`src/rtl/btmr_pkg.sv`:
```
package btmr_pkg;
  localparam int CNT_W = 16;
  localparam int DIV_W = 5;

  typedef enum logic [1:0] {
    SRC_OFF   = 2'b00,
    SRC_RSV   = 2'b01,
    SRC_PHASE = 2'b10,
    SRC_SYS   = 2'b11
  } src_e;

  typedef struct packed {
    src_e             src;
    logic [DIV_W-1:0] div;
    logic             irq_sel;
  } ctl_t;
endpackage

```
`src/rtl/btmr_prescaler.sv`:
```
module btmr_prescaler #(
  parameter int DIV_W = 5
) (
  input  logic             clk_i,
  input  logic             rst_ni,
  input  logic             active_i,
  input  logic             clr_i,
  input  logic [DIV_W-1:0] div_i,
  output logic             tick_o
);
  localparam int PRE_W = DIV_W + 1;
  localparam logic [DIV_W-1:0] BYPASS = {DIV_W{1'b1}};

  logic [PRE_W-1:0] pre_q, pre_d;
  logic [PRE_W-1:0] lim;
  logic             bypass;

  assign lim    = {div_i, 1'b1};
  assign bypass = (div_i == BYPASS);
  assign tick_o = active_i && (bypass || (pre_q == lim));

  always_comb begin
    if (!active_i || clr_i || tick_o) pre_d = '0;
    else                              pre_d = pre_q + 1'b1;
  end

  always_ff @(posedge clk_i or negedge rst_ni) begin
    if (!rst_ni) pre_q <= '0;
    else         pre_q <= pre_d;
  end
endmodule

```
`src/rtl/btmr_quad.sv`:
```
module btmr_quad (
  input  logic clk_i,
  input  logic rst_ni,
  input  logic en_i,
  input  logic pha_i,
  input  logic phb_i,
  output logic step_o,
  output logic up_o
);
  logic a_s1, a_s2, a_p;
  logic b_s1, b_s2, b_p;

  always_ff @(posedge clk_i or negedge rst_ni) begin
    if (!rst_ni) begin
      a_s1 <= 1'b0; a_s2 <= 1'b0; a_p <= 1'b0;
      b_s1 <= 1'b0; b_s2 <= 1'b0; b_p <= 1'b0;
    end else begin
      a_s1 <= pha_i; a_s2 <= a_s1; a_p <= a_s2;
      b_s1 <= phb_i; b_s2 <= b_s1; b_p <= b_s2;
    end
  end

  // exactly one phase moved: a valid quadrature edge
  assign step_o = en_i && ((a_s2 ^ a_p) ^ (b_s2 ^ b_p));
  assign up_o   = a_s2 ^ b_p;
endmodule

```
`src/rtl/btmr_counter.sv`:
```
module btmr_counter #(
  parameter int CNT_W = 16
) (
  input  logic             clk_i,
  input  logic             rst_ni,
  input  logic             run_i,
  input  logic             wr_i,
  input  logic [CNT_W-1:0] wdata_i,
  input  logic             step_i,
  input  logic             up_i,
  input  logic             irq_sel_i,
  output logic [CNT_W-1:0] cnt_o,
  output logic             irq_o
);
  logic [CNT_W-1:0] cnt_q, cnt_d;
  logic             irq_q, irq_d;
  logic             carry_top, carry_sub;

  assign carry_top = &cnt_q;
  assign carry_sub = &cnt_q[CNT_W-2:0];

  always_comb begin
    if (!run_i)      cnt_d = '0;
    else if (wr_i)   cnt_d = wdata_i;
    else if (step_i) cnt_d = up_i ? cnt_q + 1'b1 : cnt_q - 1'b1;
    else             cnt_d = cnt_q;
    irq_d = run_i && !wr_i && step_i && up_i &&
            (irq_sel_i ? carry_sub : carry_top);
  end

  always_ff @(posedge clk_i or negedge rst_ni) begin
    if (!rst_ni) begin
      cnt_q <= '0;
      irq_q <= 1'b0;
    end else begin
      cnt_q <= cnt_d;
      irq_q <= irq_d;
    end
  end

  assign cnt_o = cnt_q;
  assign irq_o = irq_q;
endmodule

```
`src/rtl/base_tick_timer.sv`:
```
module base_tick_timer
  import btmr_pkg::*;
#(
  parameter int CW = CNT_W,
  parameter int DW = DIV_W
) (
  input  logic          clk_i,
  input  logic          rst_ni,
  input  logic          ctl_wr_i,
  input  logic [DW+2:0] ctl_wdata_i,
  input  logic          run_wr_i,
  input  logic          run_wdata_i,
  input  logic          cnt_wr_i,
  input  logic [CW-1:0] cnt_wdata_i,
  input  logic          two_phase_i,
  input  logic          pha_i,
  input  logic          phb_i,
  output logic [CW-1:0] count_o,
  output logic          irq_o
);
  logic [1:0]    rst_sync_q;
  logic          rst_n_s;
  logic [DW+2:0] ctl_q, ctl_d;
  logic          run_q, run_d;
  logic [1:0]    src;
  logic [DW-1:0] div_q, div_new;
  logic          irq_sel_q;
  logic          pre_active, pre_clr, pre_tick;
  logic          quad_en, quad_step, quad_up;
  logic          step, up;
  logic          src_halt;

  // reset: asserted at once, released after two clock edges
  always_ff @(posedge clk_i or negedge rst_ni) begin
    if (!rst_ni) rst_sync_q <= 2'b00;
    else         rst_sync_q <= {rst_sync_q[0], 1'b1};
  end
  assign rst_n_s = rst_sync_q[1];

  assign src       = ctl_q[DW+2:DW+1];
  assign div_q     = ctl_q[DW:1];
  assign irq_sel_q = ctl_q[0];
  assign div_new   = ctl_wdata_i[DW:1];

  always_comb begin
    ctl_d = ctl_wr_i ? ctl_wdata_i : ctl_q;
    run_d = run_wr_i ? run_wdata_i : run_q;
  end

  always_ff @(posedge clk_i or negedge rst_n_s) begin
    if (!rst_n_s) begin
      ctl_q <= '0;
      run_q <= 1'b0;
    end else begin
      ctl_q <= ctl_d;
      run_q <= run_d;
    end
  end

  assign pre_active = run_q && (src == SRC_SYS);
  assign pre_clr    = ctl_wr_i && (div_new != div_q);
  assign quad_en    = run_q && (src == SRC_PHASE) && two_phase_i;
  assign src_halt   = !((src == SRC_SYS) || ((src == SRC_PHASE) && two_phase_i));

  btmr_prescaler #(.DIV_W(DW)) u_pre (
    .clk_i    (clk_i),
    .rst_ni   (rst_n_s),
    .active_i (pre_active),
    .clr_i    (pre_clr),
    .div_i    (div_q),
    .tick_o   (pre_tick)
  );

  btmr_quad u_quad (
    .clk_i  (clk_i),
    .rst_ni (rst_n_s),
    .en_i   (quad_en),
    .pha_i  (pha_i),
    .phb_i  (phb_i),
    .step_o (quad_step),
    .up_o   (quad_up)
  );

  assign step = pre_tick | quad_step;
  assign up   = quad_step ? quad_up : 1'b1;

  btmr_counter #(.CNT_W(CW)) u_cnt (
    .clk_i     (clk_i),
    .rst_ni    (rst_n_s),
    .run_i     (run_q),
    .wr_i      (cnt_wr_i),
    .wdata_i   (cnt_wdata_i),
    .step_i    (step),
    .up_i      (up),
    .irq_sel_i (irq_sel_q),
    .cnt_o     (count_o),
    .irq_o     (irq_o)
  );
endmodule

```
`config.mk`:
```
export PLATFORM = sky130hd
export DESIGN_NAME = base_tick_timer
export DESIGN_NICKNAME = d
export VERILOG_FILES = /design/src/rtl/btmr_pkg.sv /design/src/rtl/btmr_prescaler.sv /design/src/rtl/btmr_quad.sv /design/src/rtl/btmr_counter.sv /design/src/rtl/base_tick_timer.sv
export SDC_FILE = /design/constraint.sdc
export NUM_CORES = 1
export LEC_CHECK = 0
export ABC_CLOCK_PERIOD_IN_PS = 1940
export BUFFER_PORTS_ARGS = -buffer_cell sky130_fd_sc_hd__buf_2
export CORE_MARGIN = 2
export CORE_UTILIZATION = 40
export DETAILED_ROUTE_END_ITERATION = 16
export GPL_TIMING_DRIVEN = 0
export PLACE_DENSITY = 0.68
export SLEW_MARGIN = 20
export SYNTH_ARGS = -nofsm -noshare
export SYNTH_HDL_FRONTEND = slang
export SYNTH_SLANG_ARGS = --single-unit
```
`constraint.sdc`:
```
create_clock -name clk_i -period 1.94 [get_ports clk_i]
set_clock_uncertainty 0.2 [all_clocks]
set_input_delay 0.194 -clock clk_i [delete_from_list [all_inputs] [get_ports clk_i]]
set_output_delay 0.194 -clock clk_i [all_outputs]
set_load 0.03 [all_outputs]
```
==> results of run 1 <==
-- final cells by class --
class                      count  area, um2  area share, %
buffer                         7       62.6           1.65
multi-input combinational    194       1790           47.3
inverter                       4       15.0          0.396
tap                           75       93.8           2.48
clock buffer                   7       86.3           2.28
sequential                    40       1000           26.5
timing repair buffer          97        727           19.2
clock inverter                 1       7.51          0.198
-- critical path, delay by kind of cell (launching register included) --
| kind | cells | cell delay (ns) |
|---|---|---|
| buffers and inverters | 3 | 0.37 |
| AO/OA/AOI/OAI | 3 | 0.52 |
| multiplexers | 1 | 0.10 |
| XOR/XNOR | 1 | 0.24 |
| flip-flops | 1 | 0.41 |
| AND/OR/NAND/NOR | 3 | 0.52 |
| adder cells (fa/ha/maj) | 1 | 0.28 |
-- synth_stat cells, types with 2 or more instances --
master / number
nand3_1: 7
xor2_1: 11
nor2_1: 14
a22o_1: 9
nand4_1: 8
a32oi_1: 5
a31oi_1: 2
clkbuf_1: 4
xnor2_1: 19
o21ai_1: 9
ha_1: 15
a21boi_0: 2
and2_1: 2
mux2_2: 11
a41oi_1: 2
buf_6: 3
o21a_1: 2
inv_1: 4
nor3_1: 3
dfrtp_1: 40
a21o_1: 2
o21ai_0: 16
nor2b_1: 2
a21oi_1: 11
nand2_1: 20
nor3b_1: 3
-- cells in the final DEF, fill, tap and decap left out, types with 3 or more instances in the layout --
cell type / n
a21oi_1: 3
a21oi_2: 5
a21oi_4: 3
a22o_1: 9
a32oi_1: 5
buf_2: 47
buf_4: 19
buf_6: 12
clkbuf_1: 3
clkbuf_8: 7
dfrtp_1: 38
dlygate4sd3_1: 20
ha_1: 5
ha_4: 10
inv_1: 4
mux2_2: 10
nand2_1: 18
nand3_1: 7
nand4_1: 8
nor2_1: 12
o21ai_0: 3
o21ai_1: 15
o21ai_2: 5
xnor2_1: 15
xnor2_2: 3
xor2_1: 9
-- report_power, final --
group / total, mW / switching (mW) / internal (mW)
Sequential: 0.968 / 0.0797 / 0.888
Clock: 0.602 / 0.313 / 0.289
Combinational: 0.574 / 0.287 / 0.287
-- flip-flops by register name, indices dropped and copies added, names as in the netlist --
name,count
u_quad.a_s1,1
u_quad.a_s2,1
run_q,1
u_quad.b_s1,1
u_quad.b_p,1
u_cnt.irq_o,1
u_pre.pre_q,6
u_quad.a_p,1
u_cnt.cnt_o,16
rst_sync_q,2
ctl_q,8
u_quad.b_s2,1
-- per-stage QoR --
step           setup TNS [ns]  power, mW  utilization [%]
4_1_cts                 -8.71       2.10             60.1
6_report                -10.0       2.14             63.3
3_5_place_dp           -16.76       1.41             48.5
5_1_grt                -12.01       2.25             63.3
3_3_place_gp           -16.38       1.39             48.2
2_1_floorplan          -10.12       1.27                -
-- metal layers --
layer	track usage, %	vias to the layer above
met4	8.05	0
met2	35.1	82
met3	4.77	15
met5	0	-
li1	-	1103
met1	25.5	1108
-- final timing paths --
path                                         startpoint                     endpoint  slack, ns
worst max-delay path              u_quad.a_s2$_DFF_PN0_  u_cnt.cnt_o[14]$_DFFE_PN0P_      -0.83
worst min-delay path                     cnt_wdata_i[6]   u_cnt.cnt_o[6]$_DFFE_PN0P_       0.02
worst max register to register    u_quad.a_s2$_DFF_PN0_  u_cnt.cnt_o[14]$_DFFE_PN0P_      -0.83
worst min register to register  rst_sync_q[1]$_DFF_PN0_        u_quad.a_s1$_DFF_PN0_       0.03
max in group asynchronous       rst_sync_q[1]$_DFF_PN0_         ctl_q[7]$_DFFE_PN0P_       0.65
min in group asynchronous       rst_sync_q[1]$_DFF_PN0_        u_quad.a_s1$_DFF_PN0_       0.03
-- what timing repair did --
action | in CTS | in global routing
pin swaps | 33 | 27
endpoints found under the setup margin | 15 | 22
gates resized for setup | 58 | 24
hold buffers | 20 | 0
hold endpoints to repair | 27 | 0
buffers inserted | 16 | 13
-- cells by family (layout without fill, tap and decap cells) --
family | count (synthesis) | in the layout | share of synthesized area [%]
fa+ha+maj | 16 | 16 | 8.30
mux | 12 | 12 | 5.35
compound gates | 67 | 67 | 17.9
flops | 40 | 40 | 40.0
buf+inv | 13 | 116 | 3.30
xor+xnor | 30 | 30 | 10.5
other cells | 1 | 1 | 0.150
simple gates | 68 | 68 | 14.5
==> out/metrics.cfg, run 1 <==
[synthesis]
synth_edf_count = 0
syn_nets = 296
yosys.area.top_type = dfrtp_1
seq_area_frac_synth_pct = 40.0
syn_inst = 247
syn_area_um2 = 2500
syn_avg_cell_area_um2 = 10.1
synth_top_area_share_pct = 40.0
ys_top_cells_by_area = dfrtp_1 (40%), ha_1 (7.5%), xnor2_1 (6.6%), mux2_2 (4.9%), xor2_1 (3.8%)
ys.warnings.count = 0
ys_ff_latch = 40
synth-main-ff-cell = dfrtp_1
ys_types = 47
async_reset_ff_share_pct = 100

[cts]
clkSlewWorstSetupHoldPaths_ns = 0.08
htree_levels = 2
cts_sinks = 40
cts_max_path_buffers = 2
cts_tree = yes
clkLatencyLatePin_ns = 0.30
cts_buffers = 5
ctsRootBufferMaster = clkbuf_8

[power_and_ir_drop]
p_leak_nw = 1.60
powerDensity_nw_per_um2 = 566
peakVddDrop_mv = 0.367

[timing]
whs_ns = 0.0224
period_minus_slack_ns = 2.77
relSlewSlack_pct = 65.3
worst_slew_pin_slew_ns = 0.521
setup-violations-final = 16
rsz0062_at_grt = yes
hold_violations = 0
min_period_over_period_pct = 143
drv_slew = 0
finalWorstSetupSlack_ns = -0.830
fmax_mhz = 361

[detailed_routing]
met1_length_mm = 3.06
met2_length_mm = 3.55
wl_met3_um = 364
post_drt_wl_per_cell_um = 16.7
drt_pass1_iterations = 4
vias = 2308
highest_layer = met4
ant_nets = 0
drt_drc_violations_left = 0
routed_wl_mm = 7.11
vias_per_cell = 5.43
drtIter0Drc = 111

[placed_design]
hpwlAfterDp_mm = 4.42
dpl_cell_area_um2 = 2910
placed_cells = 371
gp_congestion = 0.892
pre_cts_slack_ns = -1.46
portBuffers = 48

[outcome]
failed_checks = negative setup slack
status = finished, violations left

[floorplan]
coreArea_um2 = 5990
die-height_um = 83.1
start_util_pct = 41.8
dieArea_um2 = 6910
die-width_um = 83.1
rows = 28
io_pins = 50

[setup_path]
cp_max_fo = 4
reg2regPathDepth = 12
worstPathCellList = xor2_2, nor3_4, buf_6, buf_12, buf_6, ha_4, nor2b_4, a31oi_4, or2_4, o21ai_4, mux2i_1, a32o_1
crit_path_frequent_cell = buf_6
critPathKind = flop to flop
slowest_delay_ns = 0.41
cp-start-kind = flop
cp_slowest_cell = dfrtp_1
cp-end-kind = flop
cp_data_arrival_time_ns = 2.76
worstPathRequired_ns = 1.93

[cells_and_area]
synthToLayoutAreaGrowth_pct = 51.4
antenna_cells = 0
fillers = 466
final_nets = 398
stdcell_area_um2 = 3790
layout-drive-gt1-share_pct = 44.0
fin_cells = 425

[global_route]
grt_overflow = 0
antenna_found_initial = 0
grt_pass1_wl_mm = 11.4
grt_pass1_vias = 2320
grt_usage_pct = 20.7
grt_max_degree = 30

[worst_hold_path]
hold_depth = 4
hold_class = input pin to flop

[run]
drv_cap = 0

Power figures use the tool's default switching activity.
==> inputs of run 2 (changes only) <==
--- a/config.mk
+++ b/config.mk
@@ -12,6 +12,7 @@
 export DETAILED_ROUTE_END_ITERATION = 16
 export GPL_TIMING_DRIVEN = 0
 export PLACE_DENSITY = 0.68
+export REMOVE_ABC_BUFFERS = 1
 export SLEW_MARGIN = 20
 export SYNTH_ARGS = -nofsm -noshare
 export SYNTH_HDL_FRONTEND = slang
==> run 2 against run 1 <==
Sequential power hardly changed. Register-to-register slack lost 0.03 ns. Design area fell by 5.0%. Setup slack got worse by 0.030 ns. Die area did not move. Flip-flop and latch count stayed put. Clock-buffer cell count fell by 1. Total power is 4.1% lower. Sequential share of layout area up 1.5 points. Clock power is 7.5% lower. Hold slack got worse by 0.0096 ns. Via count is 3.8% lower. The flow still finishes with violations (negative setup slack).
==> out/metrics.cfg, run 2 (synthesis gave the netlist of run 1 again) <==
[outcome]
status = finished, violations left
failed_checks = negative setup slack

[global_route]
met3_usage_pct = 3.88  ; -0.89 points
grt_overflow = 0  ; unchanged
grtUsageMet2_pct = 34.0  ; -1.1 points
grtUsageMet1_pct = 24.2  ; -1.4 points
grt_max_degree = 33  ; +10%
grt_usage_pct = 19.6  ; -1.2 points
grt_pass1_wl_mm = 10.9  ; -4.3%
grt_pass1_vias = 2285  ; -1.5%
antenna_found_initial = 0  ; unchanged
grt.busiest_layer = met2

[setup_path]
cp_max_fo = 7  ; +3
rr_startpoint = u_quad.a_p$_DFF_PN0_
cp_data_arrival_time_ns = 2.79  ; +0.03 ns
worstPathCellList = xnor2_2, nor3_4, buf_6, buf_12, ha_2, inv_1, o21ai_1, a31oi_2, or2_4, o21ai_4, mux2i_1, a32o_1
ff2ff_setup_slack_ns = -0.86  ; -0.03 ns
cp-start-kind = flop
slowest_delay_ns = 0.41  ; about the same
critPathKind = flop to flop
reg2regPathDepth = 12  ; unchanged
worstPathRequired_ns = 1.93  ; about the same
cp_slowest_cell = dfrtp_1
r2r_end = u_cnt.cnt_o[14]$_DFFE_PN0P_
cp-end-kind = flop

[detailed_routing]
drtIter0Drc = 104  ; -6.3%
drt_pass1_iterations = 6  ; +2
ant_nets = 0  ; unchanged
routed_wl_mm = 6.63  ; -6.7%
drt_drc_violations_left = 0  ; unchanged
vias = 2220  ; -3.8%
post_drt_wl_per_cell_um = 16.2  ; -3.3%
vias_per_cell = 5.41  ; -0.29%

[run]
drv_cap = 0  ; unchanged

[floorplan]
die-height_um = 83.1  ; unchanged
dieArea_um2 = 6910  ; unchanged
rows = 28  ; unchanged
die-width_um = 83.1  ; unchanged
io_pins = 50  ; unchanged
start_util_pct = 41.8  ; unchanged
coreArea_um2 = 5990  ; unchanged

[cells_and_area]
multiInputGateArea_um2 = 1750  ; -2.6%
stdcell_area_um2 = 3600  ; -5.0%
antenna_cells = 0  ; unchanged
fin_cells = 410  ; -3.5%
final_cell_mix = buf_2 (47), dfrtp_1 (36), dlygate4sd3_1 (20)
synthToLayoutAreaGrowth_pct = 43.8
regArea_um2 = 1010  ; +0.25%
final_nets = 383  ; -3.8%
largest_reg_flops = 16  ; unchanged
layout-drive-gt1-share_pct = 43.3  ; -0.72 points
mostFrequentLayoutCell = buf_2
fillers = 505  ; +8.4%

[cts]
cts_max_path_buffers = 2  ; unchanged
clkSlewWorstSetupHoldPaths_ns = 0.08  ; about the same
cts_buffers = 5  ; unchanged
htree_levels = 2  ; unchanged
cts_sinks = 40  ; unchanged
cts_tree = yes
ctsRootBufferMaster = clkbuf_8
clkLatencyLatePin_ns = 0.30  ; about the same

[timing]
relSlewSlack_pct = 59.5  ; -5.8 points
drv_slew = 0  ; unchanged
worst_slew_pin_slew_ns = 0.608  ; +0.0873 ns
fin_tns_setup_ns = -9.51  ; +0.489 ns
finalWorstSetupSlack_ns = -0.860  ; -0.0301 ns
setup-violations-final = 16  ; unchanged
rsz0062_at_grt = yes
min_period_over_period_pct = 144  ; +1.6 points
fmax_mhz = 357  ; -1.1%
period_minus_slack_ns = 2.80  ; +0.0301 ns
hold_violations = 0  ; unchanged

[power_and_ir_drop]
peakVddDrop_mv = 0.265  ; -28%
powerDensity_nw_per_um2 = 571  ; +0.89%
p_leak_nw = 1.50  ; -6.8%

[placed_design]
portBuffers = 49  ; +2.1%
hpwlAfterDp_mm = 4.17  ; -5.7%
placed_cells = 365  ; -1.6%
pre_cts_slack_ns = -1.48  ; -0.0186 ns
dpl_cell_area_um2 = 2820  ; -3.0%
gp_congestion = 0.889  ; -0.35%

[worst_hold_path]
hold_class = input pin to flop
min-delay-start = cnt_wdata_i[0]
holdPathEnd = u_cnt.cnt_o[0]$_DFFE_PN0P_
hold_depth = 4  ; unchanged

run 2: worst max-delay path, delay by kind of cell (launching register included):
kind	cells	cell delay, ns
and+or+nand+nor	2	0.33
xor gates and xnor gates	1	0.25
adders and majority gates	1	0.39
AOI/OAI and AO/OA	4	0.68
buffers and inverters	3	0.36
DFF	1	0.41
muxes	1	0.09
run 2: power breakdown:
part,switching (mW),total [mW],internal (mW),leakage [nW]
Clock,0.305,0.557,0.252,0.0412
Combinational,0.269,0.532,0.262,0.948
Sequential,0.0776,0.967,0.889,0.507
Total,0.652,2.06,1.40,1.50
run 2: worst max path at each step:
stage / cells after the start / to / start / slack (ns)
floorplan: 9 / u_cnt.cnt_o[14]$_DFFE_PN0P_ / run_q$_DFFE_PN0P_ / -1.79
global placement: 10 / u_cnt.cnt_o[11]$_DFFE_PN0P_ / run_q$_DFFE_PN0P_ / -2.92
detailed placement: 12 / u_cnt.cnt_o[11]$_DFFE_PN0P_ / run_q$_DFFE_PN0P_ / -1.48
CTS: 12 / u_cnt.cnt_o[14]$_DFFE_PN0P_ / u_quad.b_p$_DFF_PN0_ / -0.79
global route: 13 / u_cnt.cnt_o[10]$_DFFE_PN0P_ / u_quad.b_s2$_DFF_PN0_ / -0.96
finish: 12 / u_cnt.cnt_o[14]$_DFFE_PN0P_ / u_quad.a_p$_DFF_PN0_ / -0.86
run 2: final cells by class:
class                   instances  share of cell area (%)
multi-input cells             194                    48.5
flip-flops and latches         40                    27.9
repair buffers                 89                    18.1
well taps                      75                    2.61
clock buffers                   6                    2.02
inverters                       4                   0.417
clock inverters                 2                   0.347
run 2: timing repair:
action / CTS / global route
setup buffers: 14 / 7
endpoints found under the hold margin: 27 / 0
pin swaps: 24 / 30
setup endpoints to repair: 15 / 23
hold buffers: 20 / 0
resized for setup: 47 / 34
run 2: per-stage QoR:
step                hold WS (ns)  utilization [%]  total power, mW
finish                    0.0129             60.1             2.06
global placement          -0.221             46.3             1.36
global route              0.0283             60.1             2.17
detailed placement        -0.219             47.1             1.37
CTS                       0.0152             57.0             2.02
floorplan                 -0.302                -             1.23
run 2: per-layer routing:
metal  vias up  share of wire, %
li1       1073                 -
met5         -                 0
met4         0               1.3
met2        65                49
met1      1074                44
met3         8               4.7
